### config.mk
export PLATFORM = sky130hd
export DESIGN_NAME = gpio_irq_port
export DESIGN_NICKNAME = d
export VERILOG_FILES = /design/src/rtl/gpio_pkg.sv /design/src/rtl/gpio_sync2.sv /design/src/rtl/gpio_regfile.sv /design/src/rtl/gpio_irq_cond.sv /design/src/rtl/gpio_irq_port.sv
export SDC_FILE = /design/constraint.sdc
export NUM_CORES = 1
export LEC_CHECK = 0
export CAP_MARGIN = 20
export CORE_MARGIN = 1
export CORE_UTILIZATION = 55
export CTS_CLUSTER_DIAMETER = 80
export DETAILED_ROUTE_END_ITERATION = 10
export GPL_ROUTABILITY_DRIVEN = 0
export PLACE_DENSITY = 0.87
export SLEW_MARGIN = 25
export SYNTH_ARGS = -nofsm -noshare
export SYNTH_HDL_FRONTEND = slang
export SYNTH_HIERARCHICAL = 1
export SYNTH_SLANG_ARGS = --single-unit
### constraint.sdc
create_clock -name clk -period 2.73 [get_ports clk]
set_input_delay 0.546 -clock clk [delete_from_list [all_inputs] [get_ports clk]]
set_output_delay 0.546 -clock clk [all_outputs]
set_load 0.02 [all_outputs]
### src/rtl/gpio_pkg.sv
package gpio_pkg;
  localparam int PORT_W = 8;
  localparam int ADDR_W = 5;

  localparam int OFF_DATA = 'h00;
  localparam int OFF_DIR  = 'h04;
  localparam int OFF_IEN  = 'h08;
  localparam int OFF_POL  = 'h0C;
  localparam int OFF_MODE = 'h10;
  localparam int OFF_STAT = 'h14;
  localparam int OFF_FSEL = 'h18;

  typedef enum logic [2:0] {
    REG_DATA, REG_DIR, REG_IEN, REG_POL, REG_MODE, REG_STAT, REG_FSEL, REG_NONE
  } reg_id_e;
endpackage

### src/rtl/gpio_sync2.sv
module gpio_sync2 #(
  parameter int W = 8
) (
  input  logic         clk,
  input  logic         rst_n,
  input  logic [W-1:0] d,
  output logic [W-1:0] q
);
  logic [W-1:0] meta_q;
  logic [W-1:0] sync_q;

  always_ff @(posedge clk or negedge rst_n) begin
    if (!rst_n) begin
      meta_q <= '0;
      sync_q <= '0;
    end else begin
      meta_q <= d;
      sync_q <= meta_q;
    end
  end

  assign q = sync_q;
endmodule

### src/rtl/gpio_regfile.sv
module gpio_regfile
  import gpio_pkg::*;
#(
  parameter int W  = PORT_W,
  parameter int AW = ADDR_W
) (
  input  logic          clk,
  input  logic          rst_n,
  input  logic          psel,
  input  logic          penable,
  input  logic          pwrite,
  input  logic [AW-1:0] paddr,
  input  logic [W-1:0]  pwdata,
  input  logic [W-1:0]  pin_sync,
  input  logic [W-1:0]  status,
  output logic [W-1:0]  prdata,
  output logic [W-1:0]  data_q,
  output logic [W-1:0]  dir_q,
  output logic [W-1:0]  ien_q,
  output logic [W-1:0]  pol_q,
  output logic [W-1:0]  mode_q,
  output logic [W-1:0]  fsel_q,
  output logic [W-1:0]  clr_mask
);
  reg_id_e      sel_id;
  logic         wr_en;
  logic [W-1:0] data_d, dir_d, ien_d, pol_d, mode_d, fsel_d;

  // address decode
  always_comb begin
    if      (paddr == AW'(OFF_DATA)) sel_id = REG_DATA;
    else if (paddr == AW'(OFF_DIR))  sel_id = REG_DIR;
    else if (paddr == AW'(OFF_IEN))  sel_id = REG_IEN;
    else if (paddr == AW'(OFF_POL))  sel_id = REG_POL;
    else if (paddr == AW'(OFF_MODE)) sel_id = REG_MODE;
    else if (paddr == AW'(OFF_STAT)) sel_id = REG_STAT;
    else if (paddr == AW'(OFF_FSEL)) sel_id = REG_FSEL;
    else                             sel_id = REG_NONE;
  end

  assign wr_en = psel & penable & pwrite;

  // next state
  always_comb begin
    data_d = data_q;
    dir_d  = dir_q;
    ien_d  = ien_q;
    pol_d  = pol_q;
    mode_d = mode_q;
    fsel_d = fsel_q;
    if (wr_en) begin
      case (sel_id)
        REG_DATA: data_d = pwdata;
        REG_DIR:  dir_d  = pwdata;
        REG_IEN:  ien_d  = pwdata;
        REG_POL:  pol_d  = pwdata;
        REG_MODE: mode_d = pwdata;
        REG_FSEL: fsel_d = pwdata;
        default:  ;
      endcase
    end
  end

  assign clr_mask = (wr_en && sel_id == REG_STAT) ? pwdata : '0;

  // registers
  always_ff @(posedge clk or negedge rst_n) begin
    if (!rst_n) begin
      data_q <= '0;
      dir_q  <= '1;
      ien_q  <= '0;
      pol_q  <= '0;
      mode_q <= '0;
      fsel_q <= '0;
    end else begin
      data_q <= data_d;
      dir_q  <= dir_d;
      ien_q  <= ien_d;
      pol_q  <= pol_d;
      mode_q <= mode_d;
      fsel_q <= fsel_d;
    end
  end

  // read mux
  always_comb begin
    prdata = '0;
    if (psel && !pwrite) begin
      case (sel_id)
        REG_DATA: prdata = pin_sync;
        REG_DIR:  prdata = dir_q;
        REG_IEN:  prdata = ien_q;
        REG_POL:  prdata = pol_q;
        REG_MODE: prdata = mode_q;
        REG_STAT: prdata = status;
        REG_FSEL: prdata = fsel_q;
        default:  prdata = '0;
      endcase
    end
  end
endmodule

### src/rtl/gpio_irq_cond.sv
module gpio_irq_cond #(
  parameter int W = 8
) (
  input  logic         clk,
  input  logic         rst_n,
  input  logic [W-1:0] pin_sync,
  input  logic [W-1:0] pol_q,
  input  logic [W-1:0] mode_q,
  input  logic [W-1:0] fsel_q,
  input  logic [W-1:0] ien_q,
  input  logic [W-1:0] clr_mask,
  output logic [W-1:0] status,
  output logic         irq
);
  logic [W-1:0] act_lvl;
  logic [W-1:0] lvl_q;
  logic [W-1:0] sticky_q, sticky_d;
  logic         irq_q, irq_d;

  for (genvar i = 0; i < W; i++) begin : g_pin
    // qualified active level: polarity bit 1 inverts the pad
    assign act_lvl[i]  = (pin_sync[i] ^ pol_q[i]) & fsel_q[i];
    // set beats clear; leaving edge mode drops the sticky bit
    assign sticky_d[i] = mode_q[i] &
                         ((sticky_q[i] & ~clr_mask[i]) | (act_lvl[i] & ~lvl_q[i]));
    assign status[i]   = mode_q[i] ? sticky_q[i] : act_lvl[i];
  end

  assign irq_d = |(status & ien_q);

  always_ff @(posedge clk or negedge rst_n) begin
    if (!rst_n) begin
      lvl_q    <= '0;
      sticky_q <= '0;
      irq_q    <= 1'b0;
    end else begin
      lvl_q    <= act_lvl;
      sticky_q <= sticky_d;
      irq_q    <= irq_d;
    end
  end

  assign irq = irq_q;
endmodule

### src/rtl/gpio_irq_port.sv
module gpio_irq_port
  import gpio_pkg::*;
#(
  parameter int W  = PORT_W,
  parameter int AW = ADDR_W
) (
  input  logic          clk,
  input  logic          rst_n,
  input  logic          psel,
  input  logic          penable,
  input  logic          pwrite,
  input  logic [AW-1:0] paddr,
  input  logic [W-1:0]  pwdata,
  output logic [W-1:0]  prdata,
  input  logic [W-1:0]  pin_in,
  output logic [W-1:0]  pin_out,
  output logic [W-1:0]  pin_oe_n,
  output logic          irq
);
  logic         rst_meta_q, rst_sync_n;
  logic [W-1:0] pin_sync;
  logic [W-1:0] status;
  logic [W-1:0] data_q, dir_q, ien_q, pol_q, mode_q, fsel_q, clr_mask;

  // reset: asserted at once, released on the clock
  always_ff @(posedge clk or negedge rst_n) begin
    if (!rst_n) begin
      rst_meta_q <= 1'b0;
      rst_sync_n <= 1'b0;
    end else begin
      rst_meta_q <= 1'b1;
      rst_sync_n <= rst_meta_q;
    end
  end

  gpio_sync2 #(.W(W)) u_sync (
    .clk   (clk),
    .rst_n (rst_sync_n),
    .d     (pin_in),
    .q     (pin_sync)
  );

  gpio_regfile #(.W(W), .AW(AW)) u_regs (
    .clk      (clk),
    .rst_n    (rst_sync_n),
    .psel     (psel),
    .penable  (penable),
    .pwrite   (pwrite),
    .paddr    (paddr),
    .pwdata   (pwdata),
    .pin_sync (pin_sync),
    .status   (status),
    .prdata   (prdata),
    .data_q   (data_q),
    .dir_q    (dir_q),
    .ien_q    (ien_q),
    .pol_q    (pol_q),
    .mode_q   (mode_q),
    .fsel_q   (fsel_q),
    .clr_mask (clr_mask)
  );

  gpio_irq_cond #(.W(W)) u_irq (
    .clk      (clk),
    .rst_n    (rst_sync_n),
    .pin_sync (pin_sync),
    .pol_q    (pol_q),
    .mode_q   (mode_q),
    .fsel_q   (fsel_q),
    .ien_q    (ien_q),
    .clr_mask (clr_mask),
    .status   (status),
    .irq      (irq)
  );

  assign pin_oe_n = dir_q;
  assign pin_out  = data_q & ~dir_q & fsel_q;
endmodule

==> results.sh, run 1 <==
export IMPL_portBuffers=50
export IMPL_synth_edf_count=0
export IMPL_ant_nets=0
export IMPL_syn_area_per_cell_um2=12.22
export IMPL_dr_pass1_iters=4
export IMPL_drv_cap=0
export IMPL_synth_cells=318
export IMPL_stdcell_area_um2=4916
export IMPL_synth_flop_cell="dfrtp_1"
export IMPL_drive_above_1_share=0.3374
export IMPL_finalSetupViolations=0
export IMPL_h_tree_depth=3
export IMPL_diodes=0
export IMPL_peakVddDrop_uv=324.2
export IMPL_die_y_um=86.05
export IMPL_r2r_end="u_irq/irq"
export IMPL_fin_ws_ns=0.09142
export IMPL_drc=0
export IMPL_io_pins=51
export IMPL_globalRouteTotalUtil=0.2740
export IMPL_worstPathArrival_ns=2.09
export IMPL_via_per_inst=5.855
export IMPL_end_kind="output port"
export IMPL_r2r_setup_slack_ns=1.15
export IMPL_detail_route_iter0_violations=174
export IMPL_antenna_found_initial=0
export IMPL_wl_per_cell_um=18.79
export IMPL_slew_viol_final=0
export IMPL_core_um2=6794
export IMPL_leakagePower_nw=2.312
export IMPL_power_density_nw_per_um2=535.2
export IMPL_reg2reg_depth=4
export IMPL_area_growth_pct=26.54
export IMPL_status="complete, no violations"
export IMPL_numCtsBuffers=9
export IMPL_clk_pin_slew_ns=0.08
export IMPL_finClkSkew_ns=0.006986
export IMPL_regToRegStartpoint="u_regs/pol_q[0]"
export IMPL_dpl_cell_count=484
export IMPL_min_period_ns=2.639
export IMPL_grt_overflow_total=0
export IMPL_max_freq_ghz=0.3790
export IMPL_synthesis_area_um2=3885
export IMPL_final_cell_mix="dfrtp_1 (74), mux2_2 (51), clkdlybuf4s50_1 (36), buf_4 (27), nand2_1 (21)"
export IMPL_row_count=30
export IMPL_die_x_um=86.05
export IMPL_ys_warn_count=6
export IMPL_yosysSeqAreaShare=0.5372
export IMPL_startpoint_type="primary input"
export IMPL_cts_root_buffer="clkbuf_8"
export IMPL_dp_hpwl_um=6275
export IMPL_mostFrequentLayoutCell="dfrtp_1"
export IMPL_vias=2939
export IMPL_grt_pass1_wl_um=14950
export IMPL_critPathKind="in2out"
export IMPL_dp_worst_setup_slack_ns=-0.5802
export IMPL_synth_async_reset_ratio=1.000
export IMPL_hold_buffers=0
export IMPL_rsz0062_at_grt="no"
export IMPL_ys_ff_latch=83
export IMPL_grt_pass1_vias=2968
export IMPL_period_share=0.9665
export IMPL_synth_cell_types=46
export IMPL_synth_nets=344
export IMPL_nFillCells=470
export IMPL_post_cts_buffers=0
export IMPL_cts_tree="built"
export IMPL_clockBufferDepth=2
export IMPL_layout_cells_non_filler=502
export IMPL_start_util=0.5718
export IMPL_hp_class="reg2async"
export IMPL_critical_path_max_fanout=3
export IMPL_finalNetCount=427
export IMPL_clk_latency_ns=0.36
export IMPL_clock_sinks=83
export IMPL_wl_um=9435
export IMPL_die_area_um2=7404
export IMPL_grt_max_degree=82
export IMPL_hold_violations=0
export IMPL_critPathRequiredTime_ns=2.18
export IMPL_placed_cell_area_um2=4673
worst max-delay path by stage:
| stage | startpoint | end | slack, ns | depth (start not counted) |
|---|---|---|---|---|
| 2_1_floorplan | rst_sync_n | u_irq/irq | 0.26 | 0 |
| 3_3_place_gp | psel | prdata[0] | -0.52 | 5 |
| 3_5_place_dp | psel | prdata[4] | -0.58 | 7 |
| 4_1_cts | paddr[4] | prdata[5] | 0.003 | 7 |
| 5_1_grt | pwrite | prdata[1] | 0.04 | 7 |
| 6_report | pwrite | prdata[4] | 0.09 | 7 |
synthesized netlist by cell type (4+ instances only):
master | instances | share of area
nor2b_1 | 4 | 0.0064
o21ai_0 | 13 | 0.017
dfrtp_1 | 75 | 0.48
dfstp_2 | 8 | 0.054
nand2_1 | 22 | 0.021
xor2_1 | 8 | 0.018
and2_1 | 18 | 0.029
nand4b_1 | 4 | 0.0090
mux2_2 | 51 | 0.15
nand3_1 | 9 | 0.012
mux2i_1 | 6 | 0.015
inv_1 | 18 | 0.017
nor2_1 | 7 | 0.0068
buf_4 | 4 | 0.0077
o22ai_1 | 11 | 0.018
a221oi_1 | 7 | 0.016
a21oi_1 | 4 | 0.0052
and3b_1 | 8 | 0.018
through the flow:
| step | hold WS (ns) | TNS, ns | utilization | total power [W] |
|---|---|---|---|---|
| 3_5_place_dp | 0.3364 | -3.903 | 0.6878 | 0.001727 |
| 5_1_grt | 0.3249 | 0 | 0.7236 | 0.002731 |
| 3_3_place_gp | 0.3321 | -3.661 | 0.6878 | 0.001710 |
| 4_1_cts | 0.3276 | 0 | 0.7162 | 0.002636 |
| 2_1_floorplan | 0.2504 | 0 | - | 0.001573 |
| 6_report | 0.2841 | 0 | 0.7236 | 0.002631 |
cell type report:
| type | count | area, um2 | share of cell area |
|---|---|---|---|
| sequential | 83 | 2091 | 0.4253 |
| multi-input combinational | 208 | 1715 | 0.3489 |
| timing repair buffer | 80 | 709.4 | 0.1443 |
| clock buffer | 10 | 137.6 | 0.02800 |
| tap | 96 | 120.1 | 0.02443 |
| clock inverter | 6 | 71.32 | 0.01451 |
| inverter | 19 | 71.32 | 0.01451 |
critical path, cell delays in order:
cell and delay (ns):
clkdlybuf4s50_1 0.43, or4b_4 0.57, nor2_2 0.11, buf_4 0.14
nand2_1 0.06, o21ai_2 0.05, buf_2 0.17
power by group:
group          internal [W]  switching, W
Sequential          0.00132     0.0000816
Combinational      0.000171      0.000149
Clock              0.000455      0.000458
Total               0.00194      0.000689
sequential cells by signal, indices dropped and copies added, names as in the netlist:
register	flops
u_regs/pol_q	8
u_regs/data_q	8
u_irq/irq	1
u_regs/mode_q	8
rst_meta_q	1
u_regs/fsel_q	8
rst_sync_n	1
u_regs/dir_q	8
u_sync/meta_q	8
u_irq/lvl_q	8
u_sync/q	8
u_irq/sticky_q	8
u_regs/ien_q	8
cells by family after synthesis:
| logic type | synth area share |
|---|---|
| AOI/OAI and AO/OA | 0.07794 |
| xor gates and xnor gates | 0.01804 |
| buffers and inverters | 0.03027 |
| DFF | 0.5372 |
| muxes | 0.1807 |
| other | 0.0009653 |
| and+or+nand+nor | 0.1549 |
routing by layer:
layer  part of all wire  global-route usage
met1               0.40              0.3374
met2               0.51              0.4610
met3              0.056             0.04812
met4              0.034              0.1470
met5                  0                   0
what timing repair did:
item	in CTS	in global routing
resized for setup	39	14
cloned	1	0
pin swaps	0	1
setup endpoints to repair	8	7
No activity file was read; power rests on OpenSTA's default activity.
==> run 2: changes to the inputs <==
Settings changed: CORE_UTILIZATION 55 to 59, PLACE_DENSITY 0.87 to 0.92.
Clock period 2.73 ns to 3.1 ns, I/O delays scaled along.
==> run 2 against run 1 <==
Power is 12% lower. Critical path depth is 2 lower. Core utilization is 4.4 points higher. Final area is 0.87% lower. Hold slack better by 0.013 ns. Combinational power is 13% lower. Global-route usage is 0.63 points higher. Sequential cell count stayed put. First-iteration DRC count is 5.2% higher. Clock skew hardly changed. Non-clock buffer count is 3 lower. Worst setup slack worse by 0.045 ns. Critical path type unchanged. Critical endpoint is now prdata[6].
==> results.sh, run 2 (synthesized netlist as in run 1, its figures left out) <==
export IMPL_status="complete, no violations"
export IMPL_setup_tns_ns=0
export IMPL_rsz0062_at_grt="yes"
export IMPL_post_cts_buffers=0
export IMPL_hp_class="reg2async"
export IMPL_cts_tree="built"
export IMPL_grt_pass1_vias=3014
export IMPL_hold_violations=0
export IMPL_slew_viol_final=0
export IMPL_drv_cap=0
export IMPL_critical_path_max_fanout=3
export IMPL_core_um2=6350
export IMPL_dp_worst_setup_slack_ns=-0.3154
export IMPL_die_area_um2=6913
export IMPL_h_tree_depth=3
export IMPL_grt_overflow_total=0
export IMPL_finClkSkew_ns=0.007003
export IMPL_dpl_cell_count=463
export IMPL_clockBufferDepth=2
export IMPL_finalNetCount=424
export IMPL_peakVddDrop_uv=361.7
export IMPL_period_share=0.9849
export IMPL_portBuffers=50
export IMPL_end_kind="output port"
export IMPL_startpoint_type="primary input"
export IMPL_final_cell_mix="dfrtp_1 (74), mux2_2 (51), clkdlybuf4s50_1 (42), buf_4 (25), nand2_1 (22)"
export IMPL_die_x_um=83.15
export IMPL_via_per_inst=5.913
export IMPL_layout_cells_non_filler=480
export IMPL_worstPathArrival_ns=2.43
export IMPL_start_util=0.6118
export IMPL_numCtsBuffers=9
export IMPL_antenna_found_initial=0
export IMPL_globalRouteTotalUtil=0.2803
export IMPL_reg2reg_depth=4
export IMPL_detail_route_iter0_violations=183
export IMPL_fin_ws_ns=0.04679
export IMPL_leakagePower_nw=2.268
export IMPL_clk_pin_slew_ns=0.08
export IMPL_grt_max_degree=82
export IMPL_r2r_setup_slack_ns=1.53
export IMPL_area_growth_pct=25.44
export IMPL_critPathRequiredTime_ns=2.48
export IMPL_die_y_um=83.15
export IMPL_worst_pin_slew_ns=0.5281
export IMPL_diodes=0
export IMPL_power_density_nw_per_um2=474.2
export IMPL_wl_um=9060
export IMPL_vias=2838
export IMPL_relSlewSlack=0.6466
export IMPL_critPathKind="in2out"
export IMPL_mostFrequentLayoutCell="dfrtp_1"
export IMPL_max_freq_ghz=0.3275
export IMPL_drive_above_1_share=0.3102
export IMPL_io_pins=51
export IMPL_finalPower_w=0.002311
export IMPL_clock_sinks=83
export IMPL_dr_pass1_iters=4
export IMPL_row_count=29
export IMPL_slowest_delay_ns=0.69
export IMPL_cp_cell_sequence="clkdlybuf4s50_1 > or4b_2 > a31oi_2 > o31a_1 > clkdlybuf4s15_1"
export IMPL_wl_per_cell_um=18.88
export IMPL_ant_nets=0
export IMPL_cts_root_buffer="clkbuf_8"
export IMPL_min_period_ns=3.053
export IMPL_grt_pass1_wl_um=14880
export IMPL_crit_slowest_cell="or4b_2"
export IMPL_finalSetupViolations=0
export IMPL_drc=0
export IMPL_dp_hpwl_um=6060
export IMPL_clk_latency_ns=0.35
run 2: cell count changes in the layout (fill, tap and decap cells not counted), sizes merged, moves of 2 or more:
cell,change
buf,-7
clkdlybuf4s50,+6
clkdlybuf4s15,+3
dlymetal6s2s,-3
dlygate4sd2,-2
run 2: cell type report:
cell class	instances	area [um2]
inverter	19	71.32
clock inverter	5	60.06
clock buffer	11	151.4
sequential	83	2091
timing repair buffer	77	704.4
fill	363	1476
tap	77	96.34
multi-input combinational	208	1699
run 2: final timing paths:
check                                 startpoint         endpoint
worst max register to register   u_regs/pol_q[0]        u_irq/irq
min in group clk                u_sync/meta_q[6]      u_sync/q[6]
worst max-delay path                    paddr[1]        prdata[6]
max in group asynchronous             rst_sync_n  u_regs/dir_q[1]
worst min register to register        rst_sync_n   u_irq/lvl_q[4]
worst min-delay path                  rst_sync_n   u_irq/lvl_q[4]
run 2: power by group:
group | leakage (nW) | internal (W) | switching, W | total [W]
logic | 1.09 | 0.000150 | 0.000127 | 0.000277
registers | 1.07 | 0.00116 | 0.0000712 | 0.00123
clock network | 0.106 | 0.000419 | 0.000384 | 0.000803
run 2: per-stage QoR:
step,hold WS [ns],instance area (um2),util
floorplan,0.3244,3885,-
global placement,0.3318,4634,0.7299
detailed placement,0.3355,4634,0.7299
CTS,0.3546,4861,0.7655
global route,0.3475,4873,0.7675
finish,0.2969,4873,0.7675
run 2: what timing repair did:
item / CTS / global route
gates resized for setup: 20 / 9
endpoints found under the setup margin: 8 / 7
hold buffers: 0 / 0
pin swaps: 0 / 0
run 2: routing by layer:
metal  vias up  GRT usage  share of wire
met5         -          0              0
li1       1308          -              -
met2        96     0.4605           0.49
met4         0     0.1379          0.029
met1      1403     0.3633           0.42
met3        31    0.04672          0.060
run 2: worst max-delay path: cells and delay by family:
family                 cells  cell delay (ns)
buffers and inverters      2             0.76
and+or+nand+nor            1             0.69
AOI/OAI and AO/OA          2             0.36
